### config.mk
export PLATFORM = sky130hd
export DESIGN_NAME = pad_chain_loader
export DESIGN_NICKNAME = d
export VERILOG_FILES = /design/src/rtl/pcl_pkg.sv /design/src/rtl/pcl_word_bank.sv /design/src/rtl/pcl_clk_div.sv /design/src/rtl/pcl_seq.sv /design/src/rtl/pad_chain_loader.sv
export SDC_FILE = /design/constraint.sdc
export NUM_CORES = 1
export LEC_CHECK = 0
export ABC_CLOCK_PERIOD_IN_PS = 3340
export BUFFER_PORTS_ARGS = -buffer_cell sky130_fd_sc_hd__buf_2
export CAP_MARGIN = 0
export CORE_MARGIN = 2
export CORE_UTILIZATION = 25
export CTS_CLUSTER_DIAMETER = 120
export CTS_CLUSTER_SIZE = 10
export DETAILED_ROUTE_END_ITERATION = 8
export GPL_ROUTABILITY_DRIVEN = 0
export GPL_TIMING_DRIVEN = 0
export PLACE_DENSITY = 0.47
export REMOVE_ABC_BUFFERS = 1
export SYNTH_ARGS = -nofsm -noshare
export SYNTH_HDL_FRONTEND = slang
export SYNTH_SLANG_ARGS = --single-unit
### constraint.sdc
create_clock -name clk -period 3.34 [get_ports clk]
set_clock_uncertainty 0.15 [all_clocks]
set_input_delay 0.668 -clock clk [delete_from_list [all_inputs] [get_ports clk]]
set_output_delay 0.668 -clock clk [all_outputs]
set_load 0.01 [all_outputs]
### src/rtl/pcl_pkg.sv
// Package: shared constants and state encoding for the pad chain loader.
// Assumes pad words are at most 32 bits wide, so the default word fits a 32-bit constant.
package pcl_pkg;

    // Smallest legal word: the 3-bit drive field starts at bit 11.
    localparam int PCL_MIN_WORD_W = 14;

    // Pad word field positions (the pad cells decode these).
    localparam int PCL_B_MGMT   = 0;
    localparam int PCL_B_OUTDIS = 1;
    localparam int PCL_B_DRIVE  = 11;

    // Default word: output disabled, drive mode 3'b001, everything else 0.
    localparam logic [31:0] PCL_DEFAULT_WORD =
        (32'd1 << PCL_B_OUTDIS) | (32'd1 << PCL_B_DRIVE);

    // Sequencer states: shift phases, load pulse, clear pulse.
    typedef enum logic [3:0] {
        ST_IDLE,
        ST_SH_LO,
        ST_SH_HI,
        ST_LD_P1,
        ST_LD_P2,
        ST_LD_REL,
        ST_CL_LO,
        ST_CL_P1,
        ST_CL_P2
    } pcl_state_e;

endpackage

### src/rtl/pcl_word_bank.sv
// Module: per-pad configuration word storage.
// Holds one register per pad and presents all of them as one flat vector,
// with pad k occupying bits [k*WORD_W +: WORD_W].
// Assumes: lock is high whenever the sequencer may be reading the words.
module pcl_word_bank #(
    parameter int NUM_PADS = 4,
    parameter int WORD_W   = 14,
    parameter int PAD_AW   = 2
) (
    input  logic                       clk,
    input  logic                       rst_n,
    input  logic                       lock,
    input  logic                       busy,
    input  logic                       wr_en,
    input  logic [PAD_AW-1:0]          wr_pad,
    input  logic [WORD_W-1:0]          wr_data,
    output logic [NUM_PADS*WORD_W-1:0] words_flat
);
    import pcl_pkg::*;

    localparam logic [WORD_W-1:0] DEF_WORD = WORD_W'(PCL_DEFAULT_WORD);

    for (genvar k = 0; k < NUM_PADS; k++) begin : g_pad
        logic [WORD_W-1:0] word_q;

        // Store a new word for pad k when written and not locked.
        always_ff @(posedge clk) begin
            if (!rst_n) begin
                word_q <= DEF_WORD;
            end else if (wr_en && !lock && (wr_pad == PAD_AW'(k))) begin
                word_q <= wr_data;
            end
        end

        assign words_flat[k*WORD_W +: WORD_W] = word_q;
    end

    // Words must not move while the chain is being shifted.
    AST_WORDS_FROZEN: assert property (@(posedge clk) disable iff (!rst_n)
        busy |=> $stable(words_flat));

endmodule

### src/rtl/pcl_clk_div.sv
// Module: phase tick generator for the serial clock.
// Emits one tick every div_val+1 system cycles while run is high.
// The divider value is captured while idle, so changes during a run have no effect.
module pcl_clk_div #(
    parameter int DIV_W = 8
) (
    input  logic             clk,
    input  logic             rst_n,
    input  logic             run,
    input  logic [DIV_W-1:0] div_in,
    output logic             tick
);
    logic [DIV_W-1:0] div_q;
    logic [DIV_W-1:0] cnt_q;

    // Capture the divider while idle; hold it during a run.
    always_ff @(posedge clk) begin
        if (!rst_n) begin
            div_q <= '0;
        end else if (!run) begin
            div_q <= div_in;
        end
    end

    // Count system cycles within one serial half period.
    always_ff @(posedge clk) begin
        if (!rst_n) begin
            cnt_q <= '0;
        end else if (!run || tick) begin
            cnt_q <= '0;
        end else begin
            cnt_q <= cnt_q + 1'b1;
        end
    end

    assign tick = run && (cnt_q == div_q);

    // The counter never passes the captured limit.
    AST_DIV_IN_RANGE: assert property (@(posedge clk) disable iff (!rst_n)
        run |-> (cnt_q <= div_q));

endmodule

### src/rtl/pcl_seq.sv
// Module: shift, load and clear sequencer for the pad chain.
// Sends the flat word vector from its top bit down to bit 0. The farthest
// pad's word goes first, most significant bit first. It then encodes a load
// as reset-low with the clock high, and a clear as reset-low with the clock low.
// All three chain outputs come straight from flops.
// Assumes: a tick arrives on each phase boundary while busy.
module pcl_seq #(
    parameter int NUM_PADS = 4,
    parameter int WORD_W   = 14
) (
    input  logic                       clk,
    input  logic                       rst_n,
    input  logic                       tick,
    input  logic                       start,
    input  logic                       clear,
    input  logic [NUM_PADS*WORD_W-1:0] words_flat,
    output logic                       busy,
    output logic                       accept,
    output logic                       chain_clk,
    output logic                       chain_data,
    output logic                       chain_rst_n
);
    import pcl_pkg::*;

    localparam int TOTAL_BITS = NUM_PADS * WORD_W;
    localparam int IDX_W      = $clog2(TOTAL_BITS);
    localparam logic [IDX_W-1:0] LAST_IDX = IDX_W'(TOTAL_BITS - 1);

    pcl_state_e       state_q;
    logic [IDX_W-1:0] idx_q;
    logic             sclk_q;
    logic             srst_q;
    logic             sdat_q;

    assign busy        = (state_q != ST_IDLE);
    assign accept      = !busy && (start || clear);
    assign chain_clk   = sclk_q;
    assign chain_rst_n = srst_q;
    assign chain_data  = sdat_q;

    // Step the chain sequence on each phase tick; leave idle on a command.
    always_ff @(posedge clk) begin
        if (!rst_n) begin
            state_q <= ST_IDLE;
            idx_q   <= '0;
            sclk_q  <= 1'b0;
            srst_q  <= 1'b1;
            sdat_q  <= 1'b0;
        end else begin
            unique case (state_q)
                ST_IDLE: begin
                    if (start) begin
                        state_q <= ST_SH_LO;
                        idx_q   <= LAST_IDX;
                        sdat_q  <= words_flat[LAST_IDX];
                    end else if (clear) begin
                        state_q <= ST_CL_LO;
                    end
                end
                ST_SH_LO: begin
                    if (tick) begin
                        state_q <= ST_SH_HI;
                        sclk_q  <= 1'b1;
                    end
                end
                ST_SH_HI: begin
                    if (tick) begin
                        if (idx_q == '0) begin
                            state_q <= ST_LD_P1;
                            srst_q  <= 1'b0;
                        end else begin
                            state_q <= ST_SH_LO;
                            sclk_q  <= 1'b0;
                            idx_q   <= idx_q - 1'b1;
                            sdat_q  <= words_flat[idx_q - 1'b1];
                        end
                    end
                end
                ST_LD_P1: if (tick) state_q <= ST_LD_P2;
                ST_LD_P2: begin
                    if (tick) begin
                        state_q <= ST_LD_REL;
                        srst_q  <= 1'b1;
                    end
                end
                ST_LD_REL: begin
                    if (tick) begin
                        state_q <= ST_IDLE;
                        sclk_q  <= 1'b0;
                    end
                end
                ST_CL_LO: begin
                    if (tick) begin
                        state_q <= ST_CL_P1;
                        srst_q  <= 1'b0;
                    end
                end
                ST_CL_P1: if (tick) state_q <= ST_CL_P2;
                ST_CL_P2: begin
                    if (tick) begin
                        state_q <= ST_IDLE;
                        srst_q  <= 1'b1;
                    end
                end
                default: state_q <= ST_IDLE;
            endcase
        end
    end

    // Data may only move while the serial clock is low.
    AST_DATA_STABLE_HIGH: assert property (@(posedge clk) disable iff (!rst_n)
        (sclk_q && $past(sclk_q)) |-> $stable(sdat_q));

    // Reset low with the clock low only inside a requested clear.
    AST_NO_FALSE_CLEAR: assert property (@(posedge clk) disable iff (!rst_n)
        (!srst_q && !sclk_q) |-> (state_q == ST_CL_P1 || state_q == ST_CL_P2));

    // The clock never falls while the reset line is held low.
    AST_CLK_FALL_RST_HIGH: assert property (@(posedge clk) disable iff (!rst_n)
        $fell(sclk_q) |-> srst_q);

    // A load pulse begins only once the clock is already high.
    AST_LOAD_CLK_HIGH: assert property (@(posedge clk) disable iff (!rst_n)
        ($fell(srst_q) && state_q == ST_LD_P1) |-> (sclk_q && $past(sclk_q)));

    // A command arriving mid-run leaves the sequence running.
    AST_CMD_IGNORED_BUSY: assert property (@(posedge clk) disable iff (!rst_n)
        (busy && (start || clear) && !tick) |=> busy);

endmodule

### src/rtl/pad_chain_loader.sv
// Module: top of the pad configuration serial chain loader.
// Joins the word bank, the phase divider and the sequencer.
// Assumes WORD_W >= 14 so the drive field fits; otherwise elaboration stops.
module pad_chain_loader #(
    parameter int NUM_PADS = 4,
    parameter int WORD_W   = 14,
    parameter int DIV_W    = 8,
    parameter int PAD_AW   = (NUM_PADS > 1) ? $clog2(NUM_PADS) : 1
) (
    input  logic              clk,
    input  logic              rst_n,
    input  logic              cfg_wr_en,
    input  logic [PAD_AW-1:0] cfg_wr_pad,
    input  logic [WORD_W-1:0] cfg_wr_data,
    input  logic              cfg_start,
    input  logic              cfg_clear,
    input  logic [DIV_W-1:0]  cfg_div,
    output logic              busy,
    output logic              chain_clk,
    output logic              chain_data,
    output logic              chain_rst_n
);
    import pcl_pkg::*;

    if (WORD_W < PCL_MIN_WORD_W) begin : g_width_check
        $error("pad_chain_loader: WORD_W too small for drive field");
    end

    logic [NUM_PADS*WORD_W-1:0] words_flat;
    logic                       tick;
    logic                       accept;
    logic                       busy_int;

    pcl_word_bank #(
        .NUM_PADS (NUM_PADS),
        .WORD_W   (WORD_W),
        .PAD_AW   (PAD_AW)
    ) u_bank (
        .clk        (clk),
        .rst_n      (rst_n),
        .lock       (busy_int || accept),
        .busy       (busy_int),
        .wr_en      (cfg_wr_en),
        .wr_pad     (cfg_wr_pad),
        .wr_data    (cfg_wr_data),
        .words_flat (words_flat)
    );

    pcl_clk_div #(
        .DIV_W (DIV_W)
    ) u_div (
        .clk    (clk),
        .rst_n  (rst_n),
        .run    (busy_int),
        .div_in (cfg_div),
        .tick   (tick)
    );

    pcl_seq #(
        .NUM_PADS (NUM_PADS),
        .WORD_W   (WORD_W)
    ) u_seq (
        .clk         (clk),
        .rst_n       (rst_n),
        .tick        (tick),
        .start       (cfg_start),
        .clear       (cfg_clear),
        .words_flat  (words_flat),
        .busy        (busy_int),
        .accept      (accept),
        .chain_clk   (chain_clk),
        .chain_data  (chain_data),
        .chain_rst_n (chain_rst_n)
    );

    assign busy = busy_int;

endmodule

==> After elaboration in Yosys (flattened, before gate mapping) <==
Index checks and enable logic that the tools add are counted.
Widths: inputs -> output; s select.
{ "op_classes": {"n_addsub": 2, "magnitude_cmp": 1, "eq_ne": 25, "muxes": 29, "bitwise_logic": 1, "n_reduce_logical": 26} }
{ "op_table": {"columns": ["operator", "count"], "rows": [
  ["$mux 4", 9],
  ["$pmux 4 s8", 1],
  ["$mux 6", 3],
  ["$ne 2x2->1 const B", 9],
  ["$eq 4x3->1 const B", 4],
  ["$pmux 6 s2", 1],
  ["$mux 1", 10],
  ["$reduce_and 5->1", 2],
  ["$add 8x1->8 const B", 1],
  ["$eq 4x2->1 const B", 2],
  ["$eq 8x8->1", 1],
  ["$reduce_and 8->1", 1],
  ["$logic_and 1x1->1", 7],
  ["$lt 6x7->1 const B", 1],
  ["$bmux 1 s6", 1],
  ["$logic_not 6->1", 1],
  ["$ne 2x1->1 const B", 3],
  ["$pmux 1 s3", 2],
  ["$reduce_bool 3->1", 2],
  ["$reduce_or 2->1", 3],
  ["$sub 6x1->6 const B", 1],
  ["$eq 2x2->1 const B", 2],
  ["$eq 4x1->1 const B", 1],
  ["$eq 4x4->1 const B", 1],
  ["12 further kinds", 15]
]} }
{ "totals": {"reg_bits": 85, "inputBits": 29, "out_inout_bits": 4, "word_cells": 95} }

==> Longest topological paths before layout <==
Gate-level depths: netlist (run 1).
{ "depth": {"depth_word": 7, "depth_mapped": 12, "depth_no_buf": 8} }

==> Hierarchy <==
A second synthesis (run 1) with hierarchy kept.
{ "hier_totals": {"hier_cells": 416, "hier_area_um2": 4250.3} }
{ "modules_own_cells": {"columns": ["module", "instances", "cells_per_inst", "area_each_um2", "seq_area_each_um2"], "rows": [
  ["pcl_word_bank", 1, 201, 2098.3, 1121.1],
  ["pcl_seq", 1, 143, 1375.1, 260.2],
  ["pcl_clk_div", 1, 71, 770.7, 320.3],
  ["pad_chain_loader", 1, 1, 6.3, 0.0]
]} }

==> Worst setup path after synthesis (run 1) <==
No wires, ideal clock.
{ "synth_timing": {"kind": "flip-flop to flip-flop", "start": "register u_seq.idx_q[0]", "end": "register u_seq.sdat_q, in the netlist u_seq.chain_data", "setup_ns": 0.115, "arrival_ns": 2.727, "t_required_ns": 3.075, "path_slack_ns": 0.347, "stages_incl_launch_ff": 13, "n_path_buf": 4, "period_less_slack_ns": 2.993, "cell_sequence": "dfxtp_1 buf_6 buf_2 inv_1 ha_1 clkbuf_1 clkbuf_1 mux4_1 mux2i_1 mux2i_1 a311oi_1 o211ai_2 and3_1"} }
{ "synth_via": {"elab_chain_cells": 6, "word_cells_on_any_way": 9, "classes_between": "add/sub (1); eq/ne (1); mux (5); reduce/logical (2)"} }
{ "synth_lines": {"columns": ["item", "line", "source"], "rows": [
  ["from (decl)", "pcl_seq.sv:30", "logic [IDX_W-1:0] idx_q;"],
  ["from (signal assigned)", "pcl_seq.sv:74", "idx_q <= idx_q - 1'b1;"],
  ["$sub 6x1->6", "pcl_seq.sv:75", "sdat_q <= words_flat[idx_q - 1'b1];"],
  ["$bmux 1 s6", "pcl_seq.sv:75", null],
  ["$mux 1 (implied by the code)", "pcl_seq.sv:75", null],
  ["$mux 1", "pcl_seq.sv:68", "if (idx_q == '0) begin"],
  ["$mux 1", "pcl_seq.sv:67", "if (tick) begin"],
  ["$pmux 1 s2", "pcl_seq.sv:50", "unique case (state_q)"],
  ["to (signal assigned)", "pcl_seq.sv:55", "sdat_q <= words_flat[LAST_IDX];"],
  ["to (signal assigned)", "pcl_seq.sv:75", null],
  ["to (decl)", "pcl_seq.sv:33", "logic sdat_q;"]
]} }
Several ways; a longest one is shown, not always the timed one. The select of a mux whose other input is x is not followed.
A chain may end at the register's enable or synchronous reset.

==> Worst setup path in the final report (run 1) <==
{ "layout_timing": {"start": "register u_seq.state_q[0]", "end": "output busy"} }
{ "layout_via": {"elab_chain_cells": 1} }
{ "layout_lines": {"columns": ["item", "line", "source"], "rows": [
  ["from (decl)", "pcl_seq.sv:29", "pcl_state_e state_q;"],
  ["from (signal assigned)", "pcl_seq.sv:44", "state_q <= ST_IDLE;"],
  ["from (signal assigned)", "pcl_seq.sv:53", "state_q <= ST_SH_LO;"],
  ["from (signal assigned)", "pcl_seq.sv:57", "state_q <= ST_CL_LO;"],
  ["$reduce_bool 4->1", "pcl_seq.sv:35", "assign busy = (state_q != ST_IDLE);"],
  ["to (decl)", "pad_chain_loader.sv:18", "output logic busy,"]
]} }
Every way passes these cells.

==> out/metrics.yaml, run 1 <==
p_per_area_nw_per_um2: 754
yosysMostFrequentCell: "nand2_1"
synth_edf_count: 0
wl_mm: 9.91
hold_viol: 0
fin_tns_setup_ps: 0
ant_nets: 0
synth_top_area_share_pct: 42.2
first_global_vias: 2990
postLayoutCellArea_sq_um: 4690
endpoint_kind: "output port"
fin_crit_sh_pct: 92.4
area_growth_pct: 16.2
synth.area.top_cells: "dfxtp_1 (42%), mux2i_1 (8.9%), nand2_1 (8.1%), a21oi_1 (5.0%), mux4_1 (4.6%)"
clk_pin_slew_ps: 70
ys_types: 48
placed_area_sq_um: 4370
top_layer_used: "met4"
intPower_mw: 2.26
antenna_found_initial: 0
cts_tree: "built"
start_util_pct: 25.5
coreArea_sq_um: 15800
ys_ff_latch: 85
tightest_slew_ps: 1000
start_kind: "register"
peakVddDrop_mv: 0.295
cts.path.max_buffers: 2
yosys.area.top_type: "dfxtp_1"
swShare_pct: 36.3
finalSetupViolations: 0
port_buffers: 32
htreeDepth: 3
postSynthAreaPerCell_sq_um: 8.99
nets: 494
power.total_mw: 3.54
grt-ovfl-total: 0
met3WireLength_um: 312
grt_pass1_wl_mm: 16.0
min_period_ps: 3090
fillers: 1653
die_area_sq_um: 17200
hpwl_mm: 6.67
final_cell_count_no_fill: 684
cts_num_sinks: 85
grt_max_degree: 43
hold_ws_ps: 303
synth_common_cells: "nand2_1 (87), dfxtp_1 (85), nor2_1 (49), a21oi_1 (40), mux2i_1 (36)"
hp-class: "register to register"
grt_use_total_pct: 12.2
place_ws_ps: -517
rsz0062_at_grt: "no"
drtIter0Drc: 166
avgViaCountPerCell: 4.63
postCtsHoldBufs: 0
seqPwrFrac_pct: 36.3
cts-buffers-inserted: 9
num_rows: 46
wl_met2_mm: 4.56
status: "complete, no violations"
ys_seq_area_share_pct: 42.2
cap_violations: 0
cts_setup_buffers: 0
clockRootBuffer: "clkbuf_16"
fin_util_pct: 29.6
die_w_um: 131
slew_headroom_pct: 33.0
async_flop_share_pct: 0
power.share.combinational_pct: 34.6
layout_setup_ws_ps: 254
drive_gt1_share_pct: 15.2
p_leak_nw: 1.95
syn-cell-area_sq_um: 4040
die_y_um: 131
cp_max_fo: 13
netlist_instances: 449
yosys_warnings: 0
place_inst: 668
cp.required_ps: 2520
clockPowerShare_pct: 29.1
ys.flop_type: "dfxtp_1"
clk_latency_ps: 340
critical_path_class: "register to output port"
antenna_cells: 0
wire_per_inst_um: 14.5
slew_violations: 0
arrival_ps: 2270
drtPass1Iterations: 4
num_io_pins: 33
num_vias: 3164
power_switching_mw: 1.28
drt-met1-wl_mm: 4.88
drcViolationCount: 0
fmax_mhz: 324
-- kinds of logic (layout without fill, tap and decap cells) --
family	after synthesis	count (layout)	share of synthesized area (%)
fa+ha+maj	2	2	0.620
mux	51	51	17.7
flops	85	85	42.2
xor+xnor	18	18	3.91
simple gates	187	187	20.6
buf+inv	38	57	4.03
compound gates	68	68	11.0
-- final timing paths --
kind / from / cells after the start / slack (ps) / end
setup / recovery: u_seq.state_q[0]$_SDFFE_PN0P_ / 3 / 250 / busy
hold reg to reg: u_bank.g_pad[0].word_q[8]$_SDFFE_PN0P_ / 2 / 300 / u_bank.g_pad[0].word_q[8]$_SDFFE_PN0P_
hold / removal: u_bank.g_pad[0].word_q[8]$_SDFFE_PN0P_ / 2 / 300 / u_bank.g_pad[0].word_q[8]$_SDFFE_PN0P_
setup reg to reg: u_seq.idx_q[0]$_SDFFE_PN0P_ / 8 / 340 / u_seq.chain_data$_SDFFE_PN0P_
-- placed cells by master, fill, tap and decap left out, drive strengths merged, types with 3 or more instances in the layout --
cell | netlist | routed
or3 | 3 | 3
and3 | 4 | 4
dfxtp | 85 | 85
xor2 | 15 | 15
nor4 | 4 | 4
nand2 | 87 | 87
nand2b | 4 | 4
clkbuf | 25 | 12
buf | 6 | 34
mux4 | 14 | 14
nand3 | 17 | 17
o211ai | 6 | 6
mux2i | 36 | 36
a311oi | 5 | 5
nor3 | 7 | 7
and2 | 3 | 3
xnor2 | 3 | 3
o21ai | 4 | 4
a21oi | 40 | 40
nand3b | 3 | 3
o31ai | 4 | 4
nor2 | 49 | 49
inv | 6 | 8
-- power groups by stage --
stage          combinational (mW)  clock (mW)  sequential [mW]
3_3_place_gp                 1.21           0             1.30
5_1_grt                      1.35        1.10             1.31
2_1_floorplan               0.923           0             1.25
6_report                     1.22        1.03             1.28
3_5_place_dp                 1.21           0             1.30
4_1_cts                      1.23        1.05             1.28
-- critical path: stages, from the launching register on --
cell and delay, ps:
dfxtp_1 440, nor4_4 720, clkinv_1 490, buf_2 270
-- metal layers --
metal  GRT usage (%)  up-vias
li1                -     1595
met1            16.7     1519
met2            18.6       41
met3            3.22        9
met4            4.01        0
met5               0        -
-- sequential cells by signal (all words and copies together) (netlist names) --
signal / cells
u_seq.chain_clk: 1
u_div.cnt_q: 8
u_seq.chain_rst_n: 1
u_seq.state_q: 4
u_seq.idx_q: 6
u_seq.chain_data: 1
u_div.div_q: 8
u_bank.g_pad.word_q: 56
-- area by class of cell --
| class | count | area [sq um] | area share, % |
|---|---|---|---|
| multi-input combinational | 326 | 2190 | 46.8 |
| sequential | 85 | 1710 | 36.4 |
| tap | 216 | 270 | 5.76 |
| clock buffer | 12 | 246 | 5.26 |
| timing repair buffer | 34 | 191 | 4.08 |
| clock inverter | 4 | 55.1 | 1.17 |
| inverter | 7 | 26.3 | 0.560 |
-- repair_timing --
item | in CTS | in global routing
resized for setup | 3 | 2
setup endpoints to repair | 14 | 1
gates cloned | 0 | 0
Note: power is estimated with default switching activity, not from simulation.
==> run 2: changes to the inputs <==
ABC_CLOCK_PERIOD_IN_PS = 3500   (was 3340)
CORE_ASPECT_RATIO = 0.8   (was default)
clock period = 3.5 ns   (was 3.34 ns; I/O delays follow)
==> run 2 against run 1 <==
Sequential power decreased by 5%. Sequential share of layout area increased by 0.063 points. Clock power decreased by 7%. Combinational power decreased by 4%. Hold slack improved by 1.1 ps. First-iteration DRC count increased by 7.2%. Register-to-register slack got worse by 90 ps. Critical path depth increased by 5.
==> out/metrics.yaml, run 2 (same netlist as run 1, synthesis figures left out) <==
min_period_ps: 3250
slew_headroom_pct: 28.4
cts_setup_buffers: 0
status: "complete, no violations"
hold_viol: 0
cts_num_sinks: 85
drcViolationCount: 0
antenna_cells: 0
fmax_mhz: 307
num_rows: 41
wire_per_inst_um: 14.3
finalSetupViolations: 0
num_vias: 3199
cts.path.max_buffers: 2
cp.required_ps: 3580
wl_mm: 9.73
nets: 494
num_io_pins: 33
coreArea_sq_um: 15800
port_buffers: 32
start_kind: "register"
reg.largest.list: "u_bank.g_pad.word_q: 56 flops, u_div.cnt_q: 8 flops, u_div.div_q: 8 flops"
postLayoutCellArea_sq_um: 4670
hp-class: "register to register"
placed_area_sq_um: 4360
die_area_sq_um: 17200
layout_commonest_cell: "nand2_1"
critical_path_class: "register to register"
cp_max_fo: 18
htreeDepth: 3
rsz0062_at_grt: "no"
drtIter0Drc: 178
cap_violations: 0
cts_tree: "built"
arrival_ps: 3330
grt-ovfl-total: 0
endpoint_kind: "register"
clockPowerShare_pct: 28.7
fin_crit_sh_pct: 93.0
grt_use_total_pct: 11.6
start_util_pct: 25.5
grt_max_degree: 43
intPower_mw: 2.13
first_global_vias: 3052
layout_common_cells: "nand2_1 (87), dfxtp_1 (84), nor2_1 (49)"
largest_reg_flops: 56
die_w_um: 146
drive_gt1_share_pct: 15.2
clk_pin_slew_ps: 70
power.share.combinational_pct: 34.9
seqPwrFrac_pct: 36.4
area_growth_pct: 15.8
p_leak_nw: 1.95
antenna_found_initial: 0
ant_nets: 0
cts-buffers-inserted: 9
p_per_area_nw_per_um2: 718
swShare_pct: 36.6
tightest_slew_ps: 1070
regMostFlops: "u_bank.g_pad.word_q"
die_y_um: 118
peakVddDrop_mv: 0.302
avgViaCountPerCell: 4.68
grt_pass1_wl_mm: 15.9
drtPass1Iterations: 4
power.total_mw: 3.36
clockRootBuffer: "clkbuf_16"
power_switching_mw: 1.23
clk_latency_ps: 340
slew_violations: 0
hpwl_mm: 6.84
run 2: power groups by stage:
| stage | clock network [mW] | logic [mW] | registers, mW |
|---|---|---|---|
| 2_1_floorplan | 0 | 0.881 | 1.19 |
| 3_3_place_gp | 0 | 1.16 | 1.24 |
| 3_5_place_dp | 0 | 1.17 | 1.24 |
| 4_1_cts | 0.990 | 1.18 | 1.22 |
| 5_1_grt | 1.03 | 1.29 | 1.24 |
| 6_report | 0.963 | 1.17 | 1.22 |
run 2: worst paths after layout:
| path | from | endpoint | slack, ps | depth (start not counted) |
|---|---|---|---|---|
| setup / recovery | u_seq.idx_q[0]$_SDFFE_PN0P_ | u_seq.chain_data$_SDFFE_PN0P_ | 250 | 8 |
| hold / removal | u_bank.g_pad[2].word_q[2]$_SDFFE_PN0P_ | u_bank.g_pad[2].word_q[2]$_SDFFE_PN0P_ | 300 | 2 |
| setup reg to reg | u_seq.idx_q[0]$_SDFFE_PN0P_ | u_seq.chain_data$_SDFFE_PN0P_ | 250 | 8 |
| hold reg to reg | u_bank.g_pad[2].word_q[2]$_SDFFE_PN0P_ | u_bank.g_pad[2].word_q[2]$_SDFFE_PN0P_ | 300 | 2 |
run 2: worst max-delay path: stages, from the launching register on:
cell      delay [ps]
dfxtp_2          720
inv_1            140
ha_2             650
mux4_2           570
mux2i_1          200
a221oi_2          50
a311oi_1         330
o211ai_2         130
and3_1           190
run 2: what timing repair did:
action / CTS / global route
hold buffers: 0 / 0
gates resized for setup: 3 / 0
setup endpoints to repair: 2 / 0
run 2: metal layers:
metal	GRT usage (%)	vias to the layer above	part of all wire (%)
met4	2.61	0	0.82
met5	0	-	0
met1	15.7	1555	51
li1	-	1603	-
met2	18.1	35	45
met3	3.68	6	2.7
run 2: cell type report:
class                      count  area, sq um
clock buffer                  10          229
clock inverter                 6         68.8
fill                        1726        11100
inverter                       7         26.3
multi-input combinational    326         2190
sequential                    85         1700
tap                          215          269
timing repair buffer          34          191
run 2: metrics by stage:
step / TNS, ps / worst slack (ps) / cells / hold WS, ps / utilization [%]
after floorplan: 0 / 459 / 418 / 281 / -
after global placement: -4010 / -372 / 665 / 289 / 27.4
after detailed placement: -444 / -444 / 667 / 298 / 27.6
after CTS: 0 / 214 / 683 / 308 / 29.6
after global routing: 0 / 45.3 / 683 / 328 / 29.6
final: 0 / 247 / 683 / 304 / 29.6
